[src/rtl/irqc_pkg.sv]
package irqc_pkg;

    localparam int unsigned REG_ADDR_W = 4;
    localparam int unsigned BUS_DATA_W = 32;

    // Word addresses of the register file
    typedef enum logic [REG_ADDR_W-1:0] {
        RA_MASK_CLR = 4'h8,
        RA_MASK_SET = 4'h9,
        RA_MASK_RD  = 4'hA,
        RA_PENDING  = 4'hB
    } reg_addr_e;

    // Trigger style of one source
    typedef enum logic {
        TRIG_LEVEL = 1'b0,
        TRIG_EDGE  = 1'b1
    } trig_e;

    // One-cycle write strobes decoded from the bus
    typedef struct packed {
        logic mask_set;
        logic mask_clr;
        logic pend_clr;
    } wr_strobe_t;

    function automatic trig_e trig_of(input logic edge_bit);
        return edge_bit ? TRIG_EDGE : TRIG_LEVEL;
    endfunction

    function automatic logic rose(input logic now_v, input logic prev_v);
        return now_v & ~prev_v;
    endfunction

endpackage

[src/rtl/irqc_regif.sv]
module irqc_regif
    import irqc_pkg::*;
#(
    parameter int unsigned NUM_SRC = 10,
    parameter int unsigned DATA_W  = 32
) (
    input  logic                   clk,
    input  logic                   rst,
    input  logic                   bus_stb,
    input  logic                   bus_we,
    input  logic [REG_ADDR_W-1:0]  bus_addr,
    input  logic [DATA_W-1:0]      bus_wdata,
    input  logic [NUM_SRC-1:0]     mask_q,
    input  logic [NUM_SRC-1:0]     pend_q,
    output wr_strobe_t             wstb,
    output logic [NUM_SRC-1:0]     wbits,
    output logic [DATA_W-1:0]      bus_rdata,
    output logic                   bus_ack
);
    localparam int unsigned PAD_W = DATA_W - NUM_SRC;

    logic              ack_q;
    logic              accept;
    logic              rd_go;
    logic [DATA_W-1:0] rd_mux;
    logic [DATA_W-1:0] rdata_q;
    logic [PAD_W-1:0]  wdata_unused;

    assign accept       = bus_stb & ~ack_q;
    assign rd_go        = accept & ~bus_we;
    assign wbits        = bus_wdata[NUM_SRC-1:0];
    assign wdata_unused = bus_wdata[DATA_W-1:NUM_SRC];

    always_comb begin
        wstb          = '0;
        wstb.mask_set = accept & bus_we & (bus_addr == RA_MASK_SET);
        wstb.mask_clr = accept & bus_we & (bus_addr == RA_MASK_CLR);
        wstb.pend_clr = accept & bus_we & (bus_addr == RA_PENDING);
    end

    always_comb begin
        unique case (bus_addr)
            RA_MASK_RD: rd_mux = {{PAD_W{1'b0}}, mask_q};
            RA_PENDING: rd_mux = {{PAD_W{1'b0}}, pend_q};
            default:    rd_mux = '0;
        endcase
    end

    always_ff @(posedge clk) begin
        if (rst) begin
            ack_q   <= 1'b0;
            rdata_q <= '0;
        end else begin
            ack_q   <= accept;
            rdata_q <= rd_go ? rd_mux : '0;
        end
    end

    assign bus_ack   = ack_q;
    assign bus_rdata = rdata_q;

    // acknowledge is a single-cycle pulse
    p_ack_pulse_r11: assert property (@(posedge clk) disable iff (rst)
        bus_ack |=> !bus_ack);

    // an accepted strobe is acknowledged on the next cycle
    p_ack_follows_r11: assert property (@(posedge clk) disable iff (rst)
        (bus_stb && !bus_ack) |=> bus_ack);

endmodule

[src/rtl/irqc_mask.sv]
module irqc_mask
    import irqc_pkg::*;
#(
    parameter int unsigned NUM_SRC = 10
) (
    input  logic               clk,
    input  logic               rst,
    input  wr_strobe_t         wstb,
    input  logic [NUM_SRC-1:0] wbits,
    output logic [NUM_SRC-1:0] mask_q
);
    always_ff @(posedge clk) begin
        if (rst) begin
            mask_q <= '0;
        end else if (wstb.mask_set) begin
            mask_q <= mask_q | wbits;
        end else if (wstb.mask_clr) begin
            mask_q <= mask_q & ~wbits;
        end
    end

    // mask comes out of reset cleared
    p_mask_reset_r1: assert property (@(posedge clk)
        rst |=> (mask_q == '0));

    // every bit written as 1 to the set register ends up enabled
    p_mask_set_r2: assert property (@(posedge clk) disable iff (rst)
        wstb.mask_set |=> ((mask_q & $past(wbits)) == $past(wbits)));

    // every bit written as 1 to the clear register ends up disabled
    p_mask_clr_r3: assert property (@(posedge clk) disable iff (rst)
        wstb.mask_clr |=> ((mask_q & $past(wbits)) == '0));

    // no other access changes the mask
    p_mask_hold_r4: assert property (@(posedge clk) disable iff (rst)
        (!wstb.mask_set && !wstb.mask_clr) |=> $stable(mask_q));

endmodule

[src/rtl/irqc_pending.sv]
module irqc_pending
    import irqc_pkg::*;
#(
    parameter int unsigned        NUM_SRC   = 10,
    parameter logic [NUM_SRC-1:0] EDGE_MASK = '0
) (
    input  logic               clk,
    input  logic               rst,
    input  logic [NUM_SRC-1:0] src_in,
    input  logic               clr_stb,
    input  logic [NUM_SRC-1:0] clr_bits,
    output logic [NUM_SRC-1:0] pend_q
);
    logic [NUM_SRC-1:0] clr_hit;

    assign clr_hit = clr_bits & {NUM_SRC{clr_stb}};

    for (genvar i = 0; i < NUM_SRC; i++) begin : g_src
        if (trig_of(EDGE_MASK[i]) == TRIG_EDGE) begin : g_edge
            logic src_q;
            logic trig;

            // Sampled even in reset so a line high at release is not an edge
            always_ff @(posedge clk) begin
                src_q <= src_in[i];
            end

            assign trig = rose(src_in[i], src_q);

            // A new edge outranks a clear in the same cycle
            always_ff @(posedge clk) begin
                if (rst) begin
                    pend_q[i] <= 1'b0;
                end else if (trig) begin
                    pend_q[i] <= 1'b1;
                end else if (clr_hit[i]) begin
                    pend_q[i] <= 1'b0;
                end
            end

            // a line held high does not re-arm a cleared edge source
            p_edge_no_rearm_r8: assert property (@(posedge clk) disable iff (rst)
                (src_in[i] && $past(src_in[i]) && !pend_q[i]) |=> !pend_q[i]);

            // a fresh edge is captured even against a clear
            p_edge_wins_r9: assert property (@(posedge clk) disable iff (rst)
                (src_in[i] && !$past(src_in[i])) |=> pend_q[i]);
        end else begin : g_level
            // A clear outranks the level; a high line re-arms next cycle
            always_ff @(posedge clk) begin
                if (rst) begin
                    pend_q[i] <= 1'b0;
                end else if (clr_hit[i]) begin
                    pend_q[i] <= 1'b0;
                end else if (src_in[i]) begin
                    pend_q[i] <= 1'b1;
                end
            end

            // a high line without a clear leaves the source pending
            p_level_set_r7: assert property (@(posedge clk) disable iff (rst)
                (src_in[i] && !clr_hit[i]) |=> pend_q[i]);
        end
    end

    // nothing is pending out of reset
    p_pend_reset_r1: assert property (@(posedge clk)
        rst |=> (pend_q == '0));

    // a pending bit only drops through a clear
    p_pend_drop_r6: assert property (@(posedge clk) disable iff (rst)
        !clr_stb |=> (($past(pend_q) & ~pend_q) == '0));

endmodule

[src/rtl/irq_ctrl_top.sv]
module irq_ctrl_top
    import irqc_pkg::*;
#(
    parameter int unsigned        NUM_SRC   = 10,
    parameter int unsigned        DATA_W    = BUS_DATA_W,
    parameter logic [NUM_SRC-1:0] EDGE_MASK = '0
) (
    input  logic                  clk,
    input  logic                  rst,
    input  logic                  bus_stb,
    input  logic                  bus_we,
    input  logic [REG_ADDR_W-1:0] bus_addr,
    input  logic [DATA_W-1:0]     bus_wdata,
    output logic [DATA_W-1:0]     bus_rdata,
    output logic                  bus_ack,
    input  logic [NUM_SRC-1:0]    src_in,
    output logic                  irq_out
);
    wr_strobe_t         wstb;
    logic [NUM_SRC-1:0] wbits;
    logic [NUM_SRC-1:0] mask_q;
    logic [NUM_SRC-1:0] pend_q;

    irqc_regif #(.NUM_SRC(NUM_SRC), .DATA_W(DATA_W)) u_regif (
        .clk       (clk),
        .rst       (rst),
        .bus_stb   (bus_stb),
        .bus_we    (bus_we),
        .bus_addr  (bus_addr),
        .bus_wdata (bus_wdata),
        .mask_q    (mask_q),
        .pend_q    (pend_q),
        .wstb      (wstb),
        .wbits     (wbits),
        .bus_rdata (bus_rdata),
        .bus_ack   (bus_ack)
    );

    irqc_mask #(.NUM_SRC(NUM_SRC)) u_mask (
        .clk    (clk),
        .rst    (rst),
        .wstb   (wstb),
        .wbits  (wbits),
        .mask_q (mask_q)
    );

    irqc_pending #(.NUM_SRC(NUM_SRC), .EDGE_MASK(EDGE_MASK)) u_pending (
        .clk      (clk),
        .rst      (rst),
        .src_in   (src_in),
        .clr_stb  (wstb.pend_clr),
        .clr_bits (wbits),
        .pend_q   (pend_q)
    );

    assign irq_out = |(pend_q & mask_q);

    // with the whole mask cleared the output stays low
    p_irq_masked_r10: assert property (@(posedge clk) disable iff (rst)
        (mask_q == '0) |-> !irq_out);

endmodule

[config.mk]
export PLATFORM = sky130hd
export DESIGN_NAME = irq_ctrl_top
export DESIGN_NICKNAME = d
export VERILOG_FILES = /design/src/rtl/irqc_pkg.sv /design/src/rtl/irqc_regif.sv /design/src/rtl/irqc_mask.sv /design/src/rtl/irqc_pending.sv /design/src/rtl/irq_ctrl_top.sv
export SDC_FILE = /design/constraint.sdc
export NUM_CORES = 1
export LEC_CHECK = 0
export CAP_MARGIN = 20
export CORE_MARGIN = 5
export CORE_UTILIZATION = 30
export CTS_CLUSTER_DIAMETER = 80
export DETAILED_ROUTE_END_ITERATION = 16
export SLEW_MARGIN = 15
export SYNTH_ARGS = -nofsm -noshare
export SYNTH_HDL_FRONTEND = slang
export SYNTH_HIERARCHICAL = 1
export SYNTH_SLANG_ARGS = --single-unit
[constraint.sdc]
create_clock -name clk -period 1.73 [get_ports clk]
set_clock_uncertainty 0.05 [all_clocks]
set_input_delay 0.346 -clock clk [delete_from_list [all_inputs] [get_ports clk]]
set_output_delay 0.346 -clock clk [all_outputs]
set_load 0.005 [all_outputs]
; ---- After elaboration in Yosys (flattened, before gate mapping)
; Cells that the tools add are included.
; Widths: inputs -> output; s select.
[classes]
addsub = 0
mul = 0
div = 0
order_cmp = 0
n_eq_ne = 4
n_shift = 0
muxes = 3
bitwise = 14
reduce_logical = 13
[ops]
columns = operator, count
row1 = $and 10x10->10, 3
row2 = $reduce_or 2->1, 11
row3 = $mux 10, 2
row4 = $pmux 10 s2, 1
row5 = $eq 4x4->1 const B, 4
row6 = $not 10->10, 1
row7 = $or 10x10->10, 1
row8 = $reduce_or 10->1, 1
row9 = $and 1x1->1, 6
row10 = $not 1->1, 3
row11 = $reduce_bool 2->1, 1
[totals]
reg_bits = 53
latchBits = 0
ram_bits = 0
rom_bits = 0
in_bits = 50
memories = 0

; ---- Logic depth before layout (Yosys ltp)
; Gate-level depths: netlist of the first run.
[logic_depth]
word_depth = 6
depth_mapped = 7

; ---- By module
; Netlist of the first run, hierarchy kept.
[by_module_without_submodules]
columns = mod, n_inst, cells_per_inst, area_each_um2, seq_area_each_um2
row1 = irqc_regif, 1, 77, 765.7, 220.2
row2 = irqc_mask, 1, 43, 439.2, 200.2
row3 = irqc_pending, 1, 32, 385.4, 200.2
row4 = irq_ctrl_top, 1, 6, 52.6, 0.0

; ---- Worst setup path after synthesis of the first run
; No wires, ideal clock.
[synth_timing]
path_type = input to register
startpoint = input port bus_addr[2]
endpoint = register (tool-made name)
setup_time_ns = 0.123
arrival_time_ns = 1.362
required_time_ns = 1.557
slack_ns = 0.195
stages = 6
path_buffers = 2
cell_sequence = nand4bb_4 buf_2 nor4_1 buf_6 a21bo_1 a21oi_2
[synth_lines]
columns = item, line_no
row1 = "start, declared", irq_ctrl_top.sv:12  ; input logic [REG_ADDR_W-1:0] bus_addr,

==> Flow_metrics.wiki, run 1 <==
{| class="wikitable"
! Metric !! Value
|-
| Die height || 84 µm
|-
| Synthesis warning total || 6
|-
| Fraction of post-synthesis cell area in the top cell type by area || between 30 and 40%
|-
| Vias in the first global route || 1092
|-
| Cells after synthesis || 158
|-
| Number of nets still failing antenna checks after routing || 0
|-
| Max-capacitance violation count || 0
|-
| Total track usage || 9.31%
|-
| Leak Pwr || slightly below 0.8 nW
|-
| Class of the tightest hold or removal check || reg -> reg
|-
| Max Transition Viols Final || 0
|-
| Total congestion overflow after global routing || 0
|-
| WP buf/inv || 1
|-
| Area inside the core boundary || ~5400 µm²
|-
| Syn Std Cell Area || about 1600 µm²
|-
| Routed length per placed instance || 11.9 µm
|-
| Number of buffers created by CTS || 5
|-
| Required @ worst endpoint || between 1 and 1.5 ns
|-
| Run status || finished clean
|-
| Total Routed Length || 3200 µm
|-
| Critical Setup Path Class || reg -> out
|-
| DRC marker count from the first detailed-route iteration || 31
|-
| Antenna Diode Count || 0
|-
| Half-perimeter wire length after placement || 2530 µm
|-
| Commonest cells after routing, fill and taps aside || clkdlybuf4s50_1 (38), dfxtp_1 (31), conb_1 (22)
|-
| Placed cell count || about 260
|-
| Final count of negative-setup-slack endpoints || 0
|-
| Slowest-stage cell, CP || dfxtp_1
|-
| Post-cts hold buffer count || 0
|-
| Total of flip-flops plus latches after synthesis || 31
|-
| Max VDD drop || 0.228 mV
|-
| Family of cells with the greatest summed delay on the critical path || compound AO/OA/AOI/OAI gates
|-
| Row count || 27
|-
| Finished Layout Cells || 270
|-
| First-pass detailed-route iteration total || 4
|-
| Global-route wire length before repair || slightly above 5000 µm
|-
| Post-synth EDFFs || 0
|-
| Power density over cell area || ~720 nW/µm²
|-
| Fraction of synthesis flops using an asynchronous set or reset pin || 0%
|-
| Effective utilization at floorplan || approximately 30%
|-
| H-Tree Depth || 2
|-
| Min Hold Slack || 0.410 ns
|-
| Shortest period the worst path allows || 1.69 ns
|-
| Average cell area after synthesis || 10.4 µm²
|-
| Clock sink count || 31
|-
| Later-pin clock latency in the skew report || between 0.2 and 0.3 ns
|-
| Count of unresolved DRC violations after routing || 0
|-
| Area of the die || 7060 µm²
|-
| Maximum number of pins on one net before global-route repair || 22
|-
| Die X-Extent || around 84 µm
|-
| Avg Vias per Cell || 4.14
|-
| Maximum single-stage delay on the critical path || 0.31 ns
|-
| Io pins || 84
|-
| Post-layout utilization of the core || roughly two fifths
|-
| Number of hold-slack violations in the final timing report || 0
|-
| Most frequent standard cell in the layout excluding fill and tap cells || clkdlybuf4s50_1
|-
| Clock transition time at the flip-flop clock pins of the worst setup and hold paths || 0.06 ns
|-
| Total Neg Setup Slack || 0 ns
|-
| Arrival time at the worst endpoint || around 1.3 ns
|-
| Routability congestion estimate from global placement || between 0.7 and 0.8
|-
| Unrepaired setup endpoints after global routing || yes
|-
| Beginning of the worst hold path || u_regif/bus_ack$_SDFF_PP0_
|-
| Clock tree from TritonCTS || done
|-
| Most used DFF post-synth || dfxtp_1
|-
| Reg2Reg Launch Point || u_regif/bus_ack$_SDFF_PP0_
|-
| Final worst-path cycle share || a little over nine tenths
|-
| Total number of vias || about 1100
|-
| Area delta synth->final || 26.4%
|-
| Port Buf Inserts || 39
|-
| Fraction of layout cells with a size suffix above 1 || between 20% and 30%
|-
| Ordered list of cells on the worst path || a22o_1 > a221oi_2 > nand4_1 > buf_2
|-
| Startpoint type of the worst setup path || flop
|-
| Internal reg-to-reg setup slack || ~0.40 ns
|-
| Post-CTS repair timing setup buffer count || 0
|-
| Sequential element share of the synthesized area || 37.8%
|-
| Worst setup EP type || primary output
|-
| Number of different library cells in the post-synthesis netlist || 25
|-
| Post-layout instance area || between 2000 and 2500 µm²
|-
| Clock tree root driver cell || clkbuf_8
|-
| Total number of nets in the final design || approximately 250
|-
| Cell accounting for the most synthesized area || dfxtp_1
|-
| Clock Path Buffers || 2
|-
| Fmax || 591 MHz
|-
| Fillers || around 550
|-
| Antenna violations before repair || 0
|-
| Area of placed instances || 1990 µm²
|-
| Top cells by area, synth || dfxtp_1 (38%), buf_4 (15%), a211oi_2 (7.6%)
|-
| Largest fanout on the critical path || 2
|}
-- timing repair --
action / 4_1_cts / 5_1_grt
resized for setup: 4 / 0
endpoints found under the setup margin: 1 / 1
pin swaps: 2 / 0
-- cell usage after synthesis, types with 3 or more instances --
| master | instances |
|---|---|
| a211oi_2 | 10 |
| a21bo_1 | 9 |
| a21oi_2 | 8 |
| a22oi_1 | 3 |
| buf_4 | 33 |
| buf_6 | 4 |
| dfxtp_1 | 31 |
| mux2i_1 | 10 |
| nand2_1 | 11 |
| nor2_1 | 10 |
| nor3_2 | 10 |
-- power by group --
part           switching [mW]  internal, mW
Clock                   0.251         0.311
Sequential             0.0147         0.735
Combinational          0.0885         0.105
-- metrics by stage --
step | setup WS, ns | power, mW
after CTS | -0.00710 | 1.53
final | 0.0374 | 1.50
after floorplan | 0.195 | 0.912
after global placement | -0.0822 | 0.958
after global routing | -0.0830 | 1.58
after detailed placement | -0.0892 | 0.960
-- routing by layer --
| metal | up-vias | GRT usage, % | share of wire (%) |
|---|---|---|---|
| met2 | 38 | 14.8 | 46 |
| met1 | 503 | 11.4 | 45 |
| met3 | 5 | 2.86 | 6.7 |
| met5 | - | 0 | 0 |
| met4 | 0 | 4.39 | 1.9 |
| li1 | 571 | - | - |
-- layout make-up --
type                            count  area [µm²]  share of cell area, %
Inverter                            2        7.51                  0.361
Clock inverter                      1        5.00                  0.241
Timing Repair Buffer               53         490                   23.6
Clock buffer                        6        82.6                   3.98
Multi-Input combinational cell    105         781                   37.6
Sequential cell                    31         621                   29.9
Tap cell                           72        90.1                   4.34
-- worst reg2reg max path, cell delays in order (launching register included) --
cell       delay (ns)
dfxtp_1          0.32
nand4bb_4        0.22
nor4_1           0.19
buf_4            0.23
a21bo_1          0.14
a21oi_2          0.05
-- worst paths after layout --
kind                                     end  depth (start not counted)
setup / recovery                     irq_out                          4
hold / removal    u_regif/bus_ack$_SDFF_PP0_                          1
setup reg to reg                        flop                          5
hold reg to reg   u_regif/bus_ack$_SDFF_PP0_                          1
-- cells by family after synthesis --
kind of cell	Yosys count	share of synthesized area, %
buffers and inverters	43	19.5
AND/OR/NAND/NOR	38	15.0
AO/OA/AOI/OAI	35	21.4
flip-flops	31	37.8
multiplexers	10	6.09
other	1	0.228
No activity file was read; power rests on OpenSTA's default activity.
==> run 2: changes to the inputs <==
--- a/config.mk
+++ b/config.mk
@@ -5,10 +5,9 @@
 export SDC_FILE = /design/constraint.sdc
 export NUM_CORES = 1
 export LEC_CHECK = 0
-export CAP_MARGIN = 20
 export CORE_MARGIN = 5
 export CORE_UTILIZATION = 30
-export CTS_CLUSTER_DIAMETER = 80
+export CTS_CLUSTER_DIAMETER = 200
 export DETAILED_ROUTE_END_ITERATION = 16
 export SLEW_MARGIN = 15
 export SYNTH_ARGS = -nofsm -noshare
==> results of run 2 <==
The final DEF is identical to that of run 1; final timing and power are the same.
==> run 3: changes to the inputs <==
--- a/config.mk
+++ b/config.mk
@@ -5,7 +5,6 @@
 export SDC_FILE = /design/constraint.sdc
 export NUM_CORES = 1
 export LEC_CHECK = 0
-export CORE_MARGIN = 5
 export CORE_UTILIZATION = 30
 export CTS_CLUSTER_DIAMETER = 200
 export DETAILED_ROUTE_END_ITERATION = 16
==> run 3 against run 2 <==
  * Sequential share of layout area rose by 0.25 points
  * Global-route usage rose by 2.2 points
  * Utilization rose by 1.1 points
  * Cell area fell by 0.84%
  * Non-clock buffer count did not move
  * Flip-flop and latch count did not move
  * Largest cell class unchanged
  * Largest power group unchanged
==> Flow_metrics.wiki, run 3 (synthesized netlist as in run 1, its figures left out) <==
{| class="wikitable"
! Metric !! Value
|-
| Run status || finished clean (unchanged)
|-
| Global-route wire length before repair || 5030 µm (was 5200 µm)
|-
| Antenna violations before repair || 0 (unchanged)
|-
| Vias in the first global route || 1047 (was 1092)
|-
| Leak Pwr || 0.771 nW (was 0.781 nW)
|-
| WP buf/inv || 1 (unchanged)
|-
| Area delta synth->final || 25.4% (was 26.4%)
|-
| Effective utilization at floorplan || 31.6% (was 30.4%)
|-
| Routability congestion estimate from global placement || 0.673 (was 0.716)
|-
| Worst setup EP type || primary output (unchanged)
|-
| Clock tree root driver cell || clkbuf_8 (unchanged)
|-
| Shortest period the worst path allows || 1.68 ns (was 1.69 ns)
|-
| Final Worst Setup Slack || 0.0505 ns (was 0.0374 ns)
|-
| Ordered list of cells on the worst path || a22o_1 > a221oi_2 > nand4_1 > buf_2 (unchanged)
|-
| Fraction of layout cells with a size suffix above 1 || 25.9% (was 26.8%)
|-
| Arrival time at the worst endpoint || 1.28 ns (was 1.30 ns)
|-
| Number of nets still failing antenna checks after routing || 0 (unchanged)
|-
| Row count || 26 (was 27)
|-
| DRC marker count from the first detailed-route iteration || 40 (was 31)
|-
| Fmax || 595 MHz (was 591 MHz)
|-
| First-pass detailed-route iteration total || 4 (unchanged)
|-
| Number of hold-slack violations in the final timing report || 0 (unchanged)
|-
| Commonest cells after routing, fill and taps aside || clkdlybuf4s50_1 (38), dfxtp_1 (31), conb_1 (22) (unchanged)
|-
| Total number of vias || 1107 (was 1117)
|-
| Total Routed Length || 3070 µm (was 3200 µm)
|-
| Total congestion overflow after global routing || 0 (unchanged)
|-
| Power density over cell area || 702 nW/µm² (was 724 nW/µm²)
|-
| Multi-input gate area || 781 µm² (unchanged)
|-
| Area taken by flip-flops and latches || 621 µm² (unchanged)
|-
| Class of the tightest hold or removal check || reg -> reg (unchanged)
|-
| Largest fanout on the critical path || 2 (unchanged)
|-
| Count of unresolved DRC violations after routing || 0 (unchanged)
|-
| Required @ worst endpoint || 1.33 ns (about the same)
|-
| Family of cells with the greatest summed delay on the critical path || compound AO/OA/AOI/OAI gates (unchanged)
|-
| Most frequent standard cell in the layout excluding fill and tap cells || clkdlybuf4s50_1 (unchanged)
|-
| Half-perimeter wire length after placement || 2340 µm (was 2530 µm)
|-
| Clock Path Buffers || 2 (unchanged)
|-
| Die height || 76 µm (was 84 µm)
|-
| Unrepaired setup endpoints after global routing || yes (unchanged)
|-
| Area of the die || 5780 µm² (was 7060 µm²)
|-
| Total track usage || 11.6% (was 9.31%)
|-
| Final worst-path cycle share || 97.1% (was 97.8%)
|-
| Number of buffers created by CTS || 5 (unchanged)
|-
| Slowest-stage cell, CP || dfxtp_1 (unchanged)
|-
| Port Buf Inserts || 39 (unchanged)
|-
| Max-capacitance violation count || 0 (unchanged)
|-
| Max Transition Viols Final || 0 (unchanged)
|-
| Io pins || 84 (unchanged)
|-
| Final count of negative-setup-slack endpoints || 0 (unchanged)
|-
| Max VDD drop || 0.252 mV (was 0.228 mV)
|-
| Avg Vias per Cell || 4.15 (was 4.14)
|-
| Maximum single-stage delay on the critical path || 0.31 ns (about the same)
|-
| Post-cts hold buffer count || 0 (unchanged)
|-
| Antenna Diode Count || 0 (unchanged)
|-
| Worst Setup Slack post-DPL || -0.110 ns (was -0.0892 ns)
|-
| Fillers || 523 (was 554)
|-
| Critical Setup Path Class || reg -> out (unchanged)
|-
| Clock sink count || 31 (unchanged)
|-
| H-Tree Depth || 2 (unchanged)
|-
| Die X-Extent || 76 µm (was 84 µm)
|-
| Total chip power || 1.44 mW (was 1.50 mW)
|-
| Later-pin clock latency in the skew report || 0.28 ns (about the same)
|-
| Maximum number of pins on one net before global-route repair || 22 (unchanged)
|-
| Routed length per placed instance || 11.5 µm (was 11.9 µm)
|-
| Startpoint type of the worst setup path || flop (unchanged)
|-
| Total number of nets in the final design || 248 (unchanged)
|-
| Area inside the core boundary || 5200 µm² (was 5410 µm²)
|-
| Clock tree from TritonCTS || done (unchanged)
|-
| Clock transition time at the flip-flop clock pins of the worst setup and hold paths || 0.06 ns (about the same)
|}
[run 3: cell count changes in the layout (fill, tap and decap cells not counted), sizes merged]
cell and delta:
clkinv -1
[run 3: where the power goes]
group          internal, mW  total (mW)  switching [mW]
clock network         0.267       0.505           0.238
logic                 0.103       0.190          0.0872
registers             0.735       0.750          0.0154
total                  1.10        1.44           0.340
[run 3: worst paths after layout]
check	slack [ns]	endpoint	cells after the start	start
setup reg to reg	0.38	flop	5	u_regif/bus_ack$_SDFF_PP0_
hold reg to reg	0.40	u_regif/bus_ack$_SDFF_PP0_	1	u_regif/bus_ack$_SDFF_PP0_
setup / recovery	0.05	irq_out	4	u_pending/pend_q[7]$_SDFFE_PP0P_
hold / removal	0.40	u_regif/bus_ack$_SDFF_PP0_	1	u_regif/bus_ack$_SDFF_PP0_
[run 3: worst register-to-register path, cell delays in order, from the launching register on]
cell and delay [ns]:
dfxtp_1 0.32, nand4bb_4 0.22, nor4_1 0.21, buf_4 0.23, a21bo_1 0.14, a21oi_2 0.05
[run 3: area by class of cell]
class | instances | area share (%)
inverters | 2 | 0.365
well taps | 70 | 4.25
multi-input cells | 105 | 37.9
clock buffers | 6 | 3.52
flip-flops and latches | 31 | 30.1
repair buffers | 53 | 23.8
[run 3: layer usage]
layer / vias up / track usage (%) / wire length, µm
met3: 4 / 3.35 / 128
met2: 38 / 18.2 / 1410
met5: - / 0 / 0
met4: 0 / 6.35 / 42
met1: 492 / 14.2 / 1490
li1: 573 / - / -
[run 3: timing repair]
item,CTS,global route
setup buffers,0,0
setup endpoints to repair,1,1
pin swaps,1,0
endpoints found under the hold margin,0,0
resized for setup,4,0
[run 3: through the flow]
step	hold slack [ns]	utilization (%)	setup TNS (ns)	cells	cell area [µm²]
after floorplan	0.372	-	0	179	1720
after global placement	0.384	38.3	-1.27	261	1990
after detailed placement	0.403	38.3	-1.44	261	1990
after CTS	0.411	39.6	0	267	2060
after global routing	0.429	39.6	-0.0224	267	2060
final	0.402	39.6	0	267	2060
